### src/rtl/sel_pkg.sv
// Package sel_pkg
// Shared constants and helpers for the operation sampling selector.
// Assumes LFSR widths of at least 2 bits.
package sel_pkg;

    // Reset seed and feedback mask of the 16-bit perturbation LFSR
    localparam int unsigned LFSR_W    = 16;
    localparam logic [15:0] LFSR_SEED = 16'hACE1;
    localparam logic [15:0] LFSR_MASK = 16'hB400;

    // One right-shift Galois step of the perturbation LFSR
    function automatic logic [15:0] lfsr_step(input logic [15:0] s);
        return {1'b0, s[15:1]} ^ (s[0] ? LFSR_MASK : 16'h0000);
    endfunction

endpackage

### src/rtl/sel_lfsr.sv
// Module sel_lfsr
// Holds the perturbation LFSR and advances it once per selection.
// Exposes only the low OUT_W bits, which form the reload offset.
// Assumes OUT_W <= 16.
module sel_lfsr #(
    parameter int unsigned OUT_W = 8
) (
    input  logic             clk,
    input  logic             rst_n,
    input  logic             adv,
    output logic [OUT_W-1:0] jit
);
    import sel_pkg::*;

    logic [LFSR_W-1:0] state;

    // Seed at reset, step on each selection
    always_ff @(posedge clk) begin
        if (!rst_n) begin
            state <= LFSR_SEED;
        end else if (adv) begin
            state <= lfsr_step(state);
        end
    end

    // Offset taken from the pre-advance state
    assign jit = state[OUT_W-1:0];

endmodule

### src/rtl/sel_interval_counter.sv
// Module sel_interval_counter
// Counts population operations down to the next selection and reloads.
// Reload is max(cfg, MIN_IVAL), plus an optional offset when jitter is on.
// Assumes MIN_IVAL >= 1 and JIT_W <= CNT_W so the sum fits CNT_W+1 bits.
module sel_interval_counter #(
    parameter int unsigned CNT_W    = 16,
    parameter int unsigned JIT_W    = 8,
    parameter int unsigned MIN_IVAL = 8
) (
    input  logic             clk,
    input  logic             rst_n,
    input  logic             op_valid,
    input  logic [CNT_W-1:0] cfg_interval,
    input  logic             jit_en,
    input  logic [JIT_W-1:0] jit_val,
    output logic             expire,
    output logic [CNT_W:0]   count_left
);
    localparam int unsigned RW = CNT_W + 1;
    localparam logic [CNT_W-1:0] MIN_V = MIN_IVAL[CNT_W-1:0];
    localparam logic [RW-1:0]    ONE   = RW'(1);

    logic [CNT_W-1:0] base_ival;
    logic [RW-1:0]    jit_ext;
    logic [RW-1:0]    reload_val;
    logic [RW-1:0]    cnt_q;

    // Clamp the programmed interval to the minimum
    always_comb begin
        base_ival = (cfg_interval < MIN_V) ? MIN_V : cfg_interval;
    end

    // Offset path: present only when a jitter width is configured
    generate
        if (JIT_W > 0) begin : g_jit
            always_comb jit_ext = jit_en ? RW'(jit_val) : '0;
        end else begin : g_nojit
            logic unused_jit;
            always_comb unused_jit = jit_en ^ (^jit_val);
            always_comb jit_ext = '0;
        end
    endgenerate

    // Sum of clamped interval and offset
    always_comb begin
        reload_val = RW'(base_ival) + jit_ext;
    end

    assign expire = op_valid && (cnt_q == ONE);

    // Decrement per operation, reload on expiry
    always_ff @(posedge clk) begin
        if (!rst_n) begin
            cnt_q <= RW'(MIN_V);
        end else if (expire) begin
            cnt_q <= reload_val;
        end else if (op_valid) begin
            cnt_q <= cnt_q - ONE;
        end
    end

    assign count_left = cnt_q;

endmodule

### src/rtl/sel_inflight.sv
// Module sel_inflight
// Tracks the single open sampled operation and issues the tag pulse.
// A selection while open becomes a collision; completion frees the slot
// for the next edge. Assumes op_done is only meaningful while busy.
module sel_inflight (
    input  logic clk,
    input  logic rst_n,
    input  logic expire,
    input  logic op_done,
    output logic sample_tag,
    output logic busy,
    output logic collide
);
    logic take;

    // Split a selection into accepted or collided
    always_comb begin
        take    = expire && !busy;
        collide = expire && busy;
    end

    // Tag pulse and open flag, both set by an accepted selection
    always_ff @(posedge clk) begin
        if (!rst_n) begin
            sample_tag <= 1'b0;
            busy       <= 1'b0;
        end else begin
            sample_tag <= take;
            if (take) begin
                busy <= 1'b1;
            end else if (op_done) begin
                busy <= 1'b0;
            end
        end
    end

endmodule

### src/rtl/sel_sat_counter.sv
// Module sel_sat_counter
// Saturating event counter with a synchronous clear that wins over inc.
module sel_sat_counter #(
    parameter int unsigned W = 32
) (
    input  logic         clk,
    input  logic         rst_n,
    input  logic         inc,
    input  logic         clr,
    output logic [W-1:0] value
);
    localparam logic [W-1:0] TOP = '1;

    // Count up to all ones, clear on request
    always_ff @(posedge clk) begin
        if (!rst_n || clr) begin
            value <= '0;
        end else if (inc && value != TOP) begin
            value <= value + W'(1);
        end
    end

endmodule

### src/rtl/op_sample_selector.sv
// Module op_sample_selector
// Top of the operation sampling selector: interval counter, perturbation
// LFSR, in-flight tracker and collision counter.
// Assumes one population operation per cycle at most and that the
// capture stage raises op_done once per tagged operation.
module op_sample_selector #(
    parameter int unsigned CNT_W    = 16,
    parameter int unsigned JIT_W    = 8,
    parameter int unsigned MIN_IVAL = 8,
    parameter int unsigned COLL_W   = 32
) (
    input  logic              clk,
    input  logic              rst_n,
    input  logic              op_valid,
    input  logic              op_done,
    input  logic [CNT_W-1:0]  cfg_interval,
    input  logic              cfg_jitter_en,
    input  logic              coll_clr,
    output logic              sample_tag,
    output logic              busy,
    output logic [CNT_W:0]    count_left,
    output logic [COLL_W-1:0] coll_count,
    output logic [CNT_W-1:0]  min_interval
);
    logic             expire;
    logic             collide;
    logic [JIT_W-1:0] jit_val;

    // Offset source, stepped on every selection
    sel_lfsr #(.OUT_W(JIT_W)) u_lfsr (
        .clk   (clk),
        .rst_n (rst_n),
        .adv   (expire),
        .jit   (jit_val)
    );

    // Down-counter to the next selection
    sel_interval_counter #(
        .CNT_W    (CNT_W),
        .JIT_W    (JIT_W),
        .MIN_IVAL (MIN_IVAL)
    ) u_cnt (
        .clk          (clk),
        .rst_n        (rst_n),
        .op_valid     (op_valid),
        .cfg_interval (cfg_interval),
        .jit_en       (cfg_jitter_en),
        .jit_val      (jit_val),
        .expire       (expire),
        .count_left   (count_left)
    );

    // Single open sample slot
    sel_inflight u_fly (
        .clk        (clk),
        .rst_n      (rst_n),
        .expire     (expire),
        .op_done    (op_done),
        .sample_tag (sample_tag),
        .busy       (busy),
        .collide    (collide)
    );

    // Dropped-selection counter
    sel_sat_counter #(.W(COLL_W)) u_coll (
        .clk   (clk),
        .rst_n (rst_n),
        .inc   (collide),
        .clr   (coll_clr),
        .value (coll_count)
    );

    assign min_interval = MIN_IVAL[CNT_W-1:0];

endmodule

### config.mk
export PLATFORM = sky130hd
export DESIGN_NAME = op_sample_selector
export DESIGN_NICKNAME = d
export VERILOG_FILES = /design/src/rtl/sel_pkg.sv /design/src/rtl/sel_lfsr.sv /design/src/rtl/sel_interval_counter.sv /design/src/rtl/sel_inflight.sv /design/src/rtl/sel_sat_counter.sv /design/src/rtl/op_sample_selector.sv
export SDC_FILE = /design/constraint.sdc
export NUM_CORES = 1
export LEC_CHECK = 0
export BUFFER_PORTS_ARGS = -buffer_cell sky130_fd_sc_hd__buf_4
export CAP_MARGIN = 0
export CORE_MARGIN = 4
export CORE_UTILIZATION = 38
export DETAILED_ROUTE_END_ITERATION = 6
export GPL_ROUTABILITY_DRIVEN = 0
export GPL_TIMING_DRIVEN = 0
export SETUP_SLACK_MARGIN = 0.4
export SYNTH_ARGS = -nofsm -noshare
export SYNTH_HDL_FRONTEND = slang
export SYNTH_SLANG_ARGS = --single-unit
### constraint.sdc
create_clock -name clk -period 4.15 [get_ports clk]
set_input_delay 0.415 -clock clk [delete_from_list [all_inputs] [get_ports clk]]
set_output_delay 0.415 -clock clk [all_outputs]
set_load 0.005 [all_outputs]
==> results of run 1 <==
==> power by group through the flow <==
stage                     combinational (mW)  sequential [mW]  clock (mW)
after floorplan                        0.147            0.689           0
after global placement                 0.219            0.693           0
after detailed placement               0.221            0.693           0
after CTS                              0.222            0.678       0.562
after global routing                   0.247            0.681       0.593
final                                  0.223            0.678       0.550
==> how the worst max path moves through the flow <==
| stage | start | cells after the start | endpoint | slack [ps] |
|---|---|---|---|---|
| after floorplan | cfg_interval[15] | 11 | u_cnt.count_left[11] | 1540 |
| after global placement | cfg_interval[15] | 12 | u_cnt.count_left[15] | 780 |
| after detailed placement | cfg_interval[15] | 12 | u_cnt.count_left[15] | 770 |
| after CTS | cfg_interval[15] | 12 | u_cnt.count_left[15] | 1090 |
| after global routing | cfg_interval[15] | 12 | u_cnt.count_left[15] | 760 |
| final | cfg_interval[15] | 12 | u_cnt.count_left[15] | 1030 |
==> flip-flops by register name, summed over array words and instances (netlist names) <==
register          flops
u_cnt.count_left     17
u_fly.sample_tag      1
u_fly.busy            1
u_coll.value         32
u_lfsr.state         16
==> kinds of logic (layout without fill, tap and decap cells) <==
group	Yosys count	after routing	share of synthesized area, %
other cells	2	16	0.190
compound gates	88	88	14.0
xor+xnor	36	36	7.96
flops	67	67	33.8
simple gates	243	243	32.1
mux	4	4	1.07
buf+inv	56	143	6.85
fa+ha+maj	12	12	3.98
==> metrics by stage <==
stage          instance area, um^2  utilization [%]  power [mW]  worst slack, ps
6_report                      4910             48.0        1.45             1030
5_1_grt                       4910             48.0        1.52              761
4_1_cts                       4910             48.0        1.46             1090
3_5_place_dp                  4720             46.1       0.914              773
3_3_place_gp                  4720             46.1       0.912              778
2_1_floorplan                 4020                -       0.836             1540
==> layout make-up <==
type                       count  area share (%)
tap                          136            3.46
inverter                      16            1.22
clock inverter                 5            1.07
timing repair buffer          71            10.9
clock buffer                  11            2.88
multi-input combinational    399            48.9
sequential                    67            27.3
buffer                        40            4.30
==> per-layer routing <==
| layer | global-route usage, % | share of wire (%) | vias up |
|---|---|---|---|
| met2 | 28.5 | 46 | 109 |
| met1 | 25.4 | 48 | 1801 |
| li1 | - | - | 1974 |
| met3 | 4.60 | 5.1 | 9 |
| met5 | 0 | 0 | - |
| met4 | 4.49 | 0.95 | 0 |
==> cells in the final DEF, fill, tap and decap left out, types with 7 or more instances in the layout <==
cell	count
sky130_fd_sc_hd__and2_1	11
sky130_fd_sc_hd__a21oi_1	26
sky130_fd_sc_hd__nand3_1	28
sky130_fd_sc_hd__nand4_1	14
sky130_fd_sc_hd__buf_4	87
sky130_fd_sc_hd__nor3_1	17
sky130_fd_sc_hd__a211oi_1	7
sky130_fd_sc_hd__nor4_1	19
sky130_fd_sc_hd__conb_1	16
sky130_fd_sc_hd__nor2_1	49
sky130_fd_sc_hd__o21ai_0	21
sky130_fd_sc_hd__xor2_1	10
sky130_fd_sc_hd__clkbuf_1	22
sky130_fd_sc_hd__inv_1	16
sky130_fd_sc_hd__dfxtp_1	67
sky130_fd_sc_hd__nand2_1	60
sky130_fd_sc_hd__clkbuf_8	10
sky130_fd_sc_hd__ha_1	11
sky130_fd_sc_hd__xnor2_1	26
==> worst register-to-register path: stages, from the launching register on <==
cell                      delay, ps
sky130_fd_sc_hd__dfxtp_1        430
sky130_fd_sc_hd__nand4_1        230
sky130_fd_sc_hd__or4_1          630
sky130_fd_sc_hd__nor4_2         780
sky130_fd_sc_hd__or3_1          200
sky130_fd_sc_hd__buf_2          200
sky130_fd_sc_hd__or4_1          150
sky130_fd_sc_hd__a21oi_1         60
==> qor.log, run 1 <==
[detailed_routing] detailed router's first-iteration violation count 234
[cts] clock transition at the register clock pins on the worst setup and hold paths after CTS 80 ps
[critical_path] FF-to-FF Start u_coll.value[20]
[critical_path] critical-path maximum fanout 5
[pwr] relative contribution of combinational cells to total power 15.4%
[cts] CTS sink cnt 67
[critical_path] cell repeated most along the worst path sky130_fd_sc_hd__a211oi_1
[critical_path] critical-path cell with the highest stage delay sky130_fd_sc_hd__a41oi_1
[critical_path] Crit Reg-Reg Endpoint u_coll.value[21]
[logic_synthesis] syn avg cell area 7.80 um^2
[logic_synthesis] fraction of synthesized cell area taken by the top area cell type 33.8%
[detailed_routing] number of vias after detailed routing 3893
[logic_synthesis] cell type with the highest aggregate area in the netlist sky130_fd_sc_hd__dfxtp_1
[logic_synthesis] largest cells by area after synthesis sky130_fd_sc_hd__dfxtp_1, sky130_fd_sc_hd__xnor2_1, sky130_fd_sc_hd__nand2_1
[sta] post-layout minimum cycle time 3120 ps
[logic_synthesis] portion of the post-synthesis area used by sequential elements 33.8%
[pwr] Internal Power 1.05 mW
[sta] setup repair after global routing missed its margin false
[sta] maximum clock rate 0.320 GHz
[grt] residual overflow from global routing 0
[critical_path] largest stage delay on the critical path 480 ps
[grt] via count of the first global-routing pass 3569
[final_layout] filler cell count in the final layout 1042
[min_path] hold path cells 3
[placement] cell count after placement 729
[final_layout] non-filler instance count after layout 745
[status] run status complete, no violations
[final_layout] sequential standard cell area 1340 um^2
[critical_path] Top Family by Delay on Critical Path compound AO/OA/AOI/OAI gates
[detailed_routing] average vias per placed instance 5.23
[sta] part of the cycle the worst path needs 75.3%
[grt] global routing usage summed across all routing layers 18.3%
[sta] hold_ws 346 ps
[logic_synthesis] cell area after technology mapping 3960 um^2
[sta] Post-Route Setup TNS 0 ps
[logic_synthesis] Synthesis Warnings 0
[critical_path] arrival time worst endpoint 3380 ps
[floorplanning] top-level port count 89
[final_layout] signed area change from the synthesized netlist to the final layout 24.0%
[min_path] start point of the worst min-delay path op_done
[critical_path] type of origin of the critical path primary input
[grt] antenna violations before repair 0
[detailed_routing] Post-DRT Antenna Nets 0
[final_layout] footprint of the multi-input gates 2400 um^2
[cts] clock latency on the worst-skew pair 340 ps
[critical_path] register-to-register setup slack 1340 ps
[floorplanning] die span in x 110 um
[logic_synthesis] Post-Synthesis Cells 508
[cts] Post-CTS Hold Fix Bufs 0
[grt] maximum number of pins on one net before global-route repair 12
[detailed_routing] post-DR wirelength/cell 14.7 um
[min_path] Hold Crit Class in2reg
[floorplanning] area of the core 10200 um^2
[pwr] maximum ir drop on the vdd rail 178 uV
[critical_path] type of destination of the critical path flop
[cts] buffers inserted during post-CTS setup optimization 0
[pwr] portion of total power attributed to sequential cells 46.7%
[detailed_routing] wire length reported by the detailed router 11000 um
[floorplanning] initial core utilization 38.7%
[sta] transition at the pin with the smallest max-transition slack 1080 ps
[critical_path] crit path kind in2reg
[critical_path] required time reported for the critical path endpoint 4410 ps
[final_layout] layout cell share with drive strength beyond 1 18.7%
[sta] tightest slew margin relative to the limit 27.5%
[sta] count of endpoints failing setup in the final report 0
[detailed_routing] post-detailed-route DRC marker count 0
[logic_synthesis] dominant cell by count in the synthesized netlist sky130_fd_sc_hd__dfxtp_1
[floorplanning] Die Area 12100 um^2
[cts] clock tree from TritonCTS built
[logic_synthesis] share of flip-flops with an asynchronous set or reset after synthesis 0%
[logic_synthesis] Post-synth EDFFs 0
[detailed_routing] number of iterations in the first detailed-routing pass 5
[pwr] Clock Power Share 37.9%
[final_layout] total number of nets in the final design 638
[sta] Final Max Tran Viols 0
[pwr] switching share of power 27.5%
[logic_synthesis] flip-flop cell with the highest count after synthesis sky130_fd_sc_hd__dfxtp_1
[cts] clock root buffer master sky130_fd_sc_hd__clkbuf_8
[logic_synthesis] #FFs+latches synth 67
[min_path] endpoint with the worst hold slack u_fly.busy
[critical_path] count of buffer and inverter cells on the critical path 2
[floorplanning] vertical extent of the die 110 um
[cts] H-tree level count 3
[run] number of max-cap violations 0
[sta] maximum clock skew at final layout 8.77 ps
[placement] quantity of I/O buffers inserted on ports 71
[pwr] static leakage 1.89 nW
[logic_synthesis] most used standard cells in the synthesized netlist sky130_fd_sc_hd__dfxtp_1, sky130_fd_sc_hd__nand2_1, sky130_fd_sc_hd__nor2_1, sky130_fd_sc_hd__nand3_1
[cts] number of cells upsized or downsized after cts 0
[cts] maximum buffer depth of the clock tree 2
[critical_path] ordered list of cells on the worst path buf_4, nor4_1, nand4_1, nand2_1, inv_1, ha_1, a211oi_1, o21ai_0, a41oi_1, nor3b_1, xnor2_1, a211oi_1
[logic_synthesis] Cell variety after synth 58
[final_layout] Antenna Cells 0
[sta] count of final hold-check violations 0
[floorplanning] number of cell rows 37
[cts] number of buffers inserted during clock tree synthesis 9
[pwr] power density over cell area 296 nW/um^2
[grt] first-pass GRT wire length 17400 um
[placement] Post-DP HPWL 8310 um
[critical_path] depth of the most critical reg-to-reg path 7
[pwr] net load switching power 0.399 mW
(Power assumes the default switching activity.)
==> inputs of run 2 (changes only) <==
==> constraint.sdc (replaced) <==
create_clock -name clk -period 2.8 [get_ports clk]
set_input_delay 0.28 -clock clk [delete_from_list [all_inputs] [get_ports clk]]
set_output_delay 0.28 -clock clk [all_outputs]
set_load 0.005 [all_outputs]
==> run 2 against run 1 <==
Compared with the run above: sequential power rose by 49%; register-to-register slack worse by 980 ps; sequential cell count unchanged; design area increased by 12%; setup slack worse by 670 ps; non-clock buffer count is 28 higher; wire length grew 9.1%; critical path depth fell by 5.
==> qor.log, run 2 (synthesis results as in run 1) <==
[detailed_routing] post-detailed-route DRC marker count 0 [unchanged]
[final_layout] largest register by flop count u_coll.value
[sta] count of endpoints failing setup in the final report 0 [unchanged]
[critical_path] crit path kind reg2reg
[placement] cell count after placement 729 [unchanged]
[cts] clock tree from TritonCTS built
[sta] post-layout minimum cycle time 2440 ps
[critical_path] type of origin of the critical path flop
[final_layout] total number of nets in the final design 666 [+4.4%]
[placement] dpl ws -311 ps [-1080 ps]
[floorplanning] die span in x 110 um [unchanged]
[final_layout] most frequent standard cell in the layout excluding fill and tap cells sky130_fd_sc_hd__buf_4
[detailed_routing] Post-DRT Antenna Nets 0 [unchanged]
[pwr] power density over cell area 416 nW/um^2 [+41%]
[floorplanning] Die Area 12100 um^2 [unchanged]
[final_layout] non-filler instance count after layout 773 [+3.8%]
[cts] clock transition at the register clock pins on the worst setup and hold paths after CTS 80 ps [about the same]
[grt] global routing usage summed across all routing layers 19.4% [+1.1 points]
[run] number of max-cap violations 0 [unchanged]
[detailed_routing] detailed router's first-iteration violation count 265 [+13%]
[sta] transition at the pin with the smallest max-transition slack 611 ps [-467 ps]
[detailed_routing] highest metal layer with signal wires met4
[critical_path] arrival time worst endpoint 2730 ps [-650 ps]
[detailed_routing] number of vias after detailed routing 4077 [+4.7%]
[detailed_routing] routed length on met1 5460 um [+3.9%]
[cts] Post-CTS Hold Fix Bufs 0 [unchanged]
[pwr] static leakage 2.13 nW [+13%]
[cts] H-tree level count 3 [unchanged]
[sta] Final Max Tran Viols 0 [unchanged]
[floorplanning] vertical extent of the die 110 um [unchanged]
[cts] CTS sink cnt 67 [unchanged]
[floorplanning] top-level port count 89 [unchanged]
[floorplanning] area of the core 10200 um^2 [unchanged]
[pwr] maximum ir drop on the vdd rail 231 uV [+29%]
[detailed_routing] wire length reported by the detailed router 12000 um [+9.1%]
[grt] antenna violations before repair 0 [unchanged]
[detailed_routing] average vias per placed instance 5.27 [+0.93%]
[final_layout] commonest cells after routing, fill and taps aside sky130_fd_sc_hd__buf_4, sky130_fd_sc_hd__dfxtp_1, sky130_fd_sc_hd__nand2_1, sky130_fd_sc_hd__nor2_1, sky130_fd_sc_hd__nand3_1
[critical_path] required time reported for the critical path endpoint 3080 ps [-1330 ps]
[floorplanning] initial core utilization 38.7% [unchanged]
[final_layout] layout cell share with drive strength beyond 1 30.8% [+12 points]
[detailed_routing] detailed-routed wire length on met3 727 um [+31%]
[final_layout] signed area change from the synthesized netlist to the final layout 38.4%
[sta] part of the cycle the worst path needs 87.3%
[cts] clock root buffer master sky130_fd_sc_hd__clkbuf_8
[placement] Post-DP HPWL 8500 um [+2.3%]
[sta] maximum clock rate 0.409 GHz
[cts] maximum buffer depth of the clock tree 2 [unchanged]
[critical_path] critical-path maximum fanout 5 [unchanged]
[final_layout] Antenna Cells 0 [unchanged]
[detailed_routing] number of iterations in the first detailed-routing pass 5 [unchanged]
[detailed_routing] post-DR wirelength/cell 15.5 um [+5.2%]
[cts] clock latency on the worst-skew pair 350 ps [about the same]
[status] run status complete, no violations
[critical_path] type of destination of the critical path flop
[sta] setup repair after global routing missed its margin true
[min_path] Hold Crit Class in2reg
[sta] count of final hold-check violations 0 [unchanged]
[cts] number of buffers inserted during clock tree synthesis 9 [unchanged]
[sta] worst setup slack after layout 356 ps [-671 ps]
[grt] first-pass GRT wire length 18300 um [+5.1%]
[grt] via count of the first global-routing pass 3582 [+0.36%]
[final_layout] filler cell count in the final layout 988 [-5.2%]
[sta] Post-Route Setup TNS 0 ps [unchanged]
[sta] tightest slew margin relative to the limit 59.3% [+32 points]
[grt] residual overflow from global routing 0 [unchanged]
[floorplanning] number of cell rows 37 [unchanged]
[placement] quantity of I/O buffers inserted on ports 71 [unchanged]
[grt] maximum number of pins on one net before global-route repair 13 [+1]
[sta] maximum clock skew at final layout 13.1 ps [+4.29 ps]
[final_layout] max reg flops 32 [unchanged]
[detailed_routing] Detail Route met2 WL 5580 um [+10%]
[run 2: changes by cell type in the layout (fill, tap and decap cells not counted), moves of 4 or more]
cell / before / now
sky130_fd_sc_hd__buf_4: 87 / 110
sky130_fd_sc_hd__buf_6: 0 / 5
sky130_fd_sc_hd__clkbuf_1: 22 / 15
sky130_fd_sc_hd__clkbuf_2: 0 / 4
sky130_fd_sc_hd__dfxtp_1: 67 / 63
sky130_fd_sc_hd__nor4_1: 19 / 10
sky130_fd_sc_hd__nor4_4: 0 / 6
sky130_fd_sc_hd__o21ai_0: 21 / 15
sky130_fd_sc_hd__o21ai_2: 0 / 4
[run 2: through the flow]
step                utilization [%]  hold slack, ps  area, um^2  total power, mW
global route                   53.6             203        5480             2.39
detailed placement             46.3             445        4740             1.36
global placement               46.3             441        4740             1.35
finish                         53.6             206        5480             2.28
CTS                            50.7             202        5190             2.25
floorplan                         -             418        4040             1.24
[run 2: cell type report]
class / count / area (um^2) / share of cell area, %
Tap cell: 136 / 170 / 3.10
Clock buffer: 11 / 151 / 2.76
Inverter: 16 / 60.1 / 1.10
Multi-Input combinational cell: 399 / 2700 / 49.2
Clock inverter: 5 / 61.3 / 1.12
Buffer: 40 / 231 / 4.22
Timing Repair Buffer: 99 / 759 / 13.8
Sequential cell: 67 / 1350 / 24.6
[run 2: report_power, final]
part | switching, mW | leakage, nW | internal, mW
logic | 0.210 | 1.49 | 0.200
clock network | 0.402 | 0.0978 | 0.461
registers | 0.0346 | 0.543 | 0.974
total | 0.647 | 2.13 | 1.64
[run 2: repair_timing]
item / CTS / global route
buffers inserted: 13 / 14
gates resized for setup: 32 / 47
pin swaps: 15 / 32
setup endpoints to repair: 51 / 61
gates cloned: 1 / 0
[run 2: final timing paths]
path,start,to,slack (ps),cells past startpoint
worst min-delay path,op_done,u_fly.busy,210,3
worst min register to register,u_lfsr.state[8],u_lfsr.state[8],460,2
worst max register to register,u_cnt.count_left[9],u_coll.value[21],360,7
worst max-delay path,u_cnt.count_left[9],u_coll.value[21],360,7
[run 2: layer usage]
layer / GRT usage, % / vias up
li1: - / 2042
met1: 27.5 / 1892
met2: 29.8 / 124
met3: 3.38 / 19
met4: 6.68 / 0
met5: 0 / -
[run 2: critical path, cell delays in order (launching register included)]
cell and delay [ps]:
sky130_fd_sc_hd__dfxtp_4 360, sky130_fd_sc_hd__or4_4 550, sky130_fd_sc_hd__nor4b_4 310, sky130_fd_sc_hd__nand3_4 120, sky130_fd_sc_hd__or3_4 360, sky130_fd_sc_hd__buf_6 140
sky130_fd_sc_hd__or4_4 400, sky130_fd_sc_hd__a21oi_1 140
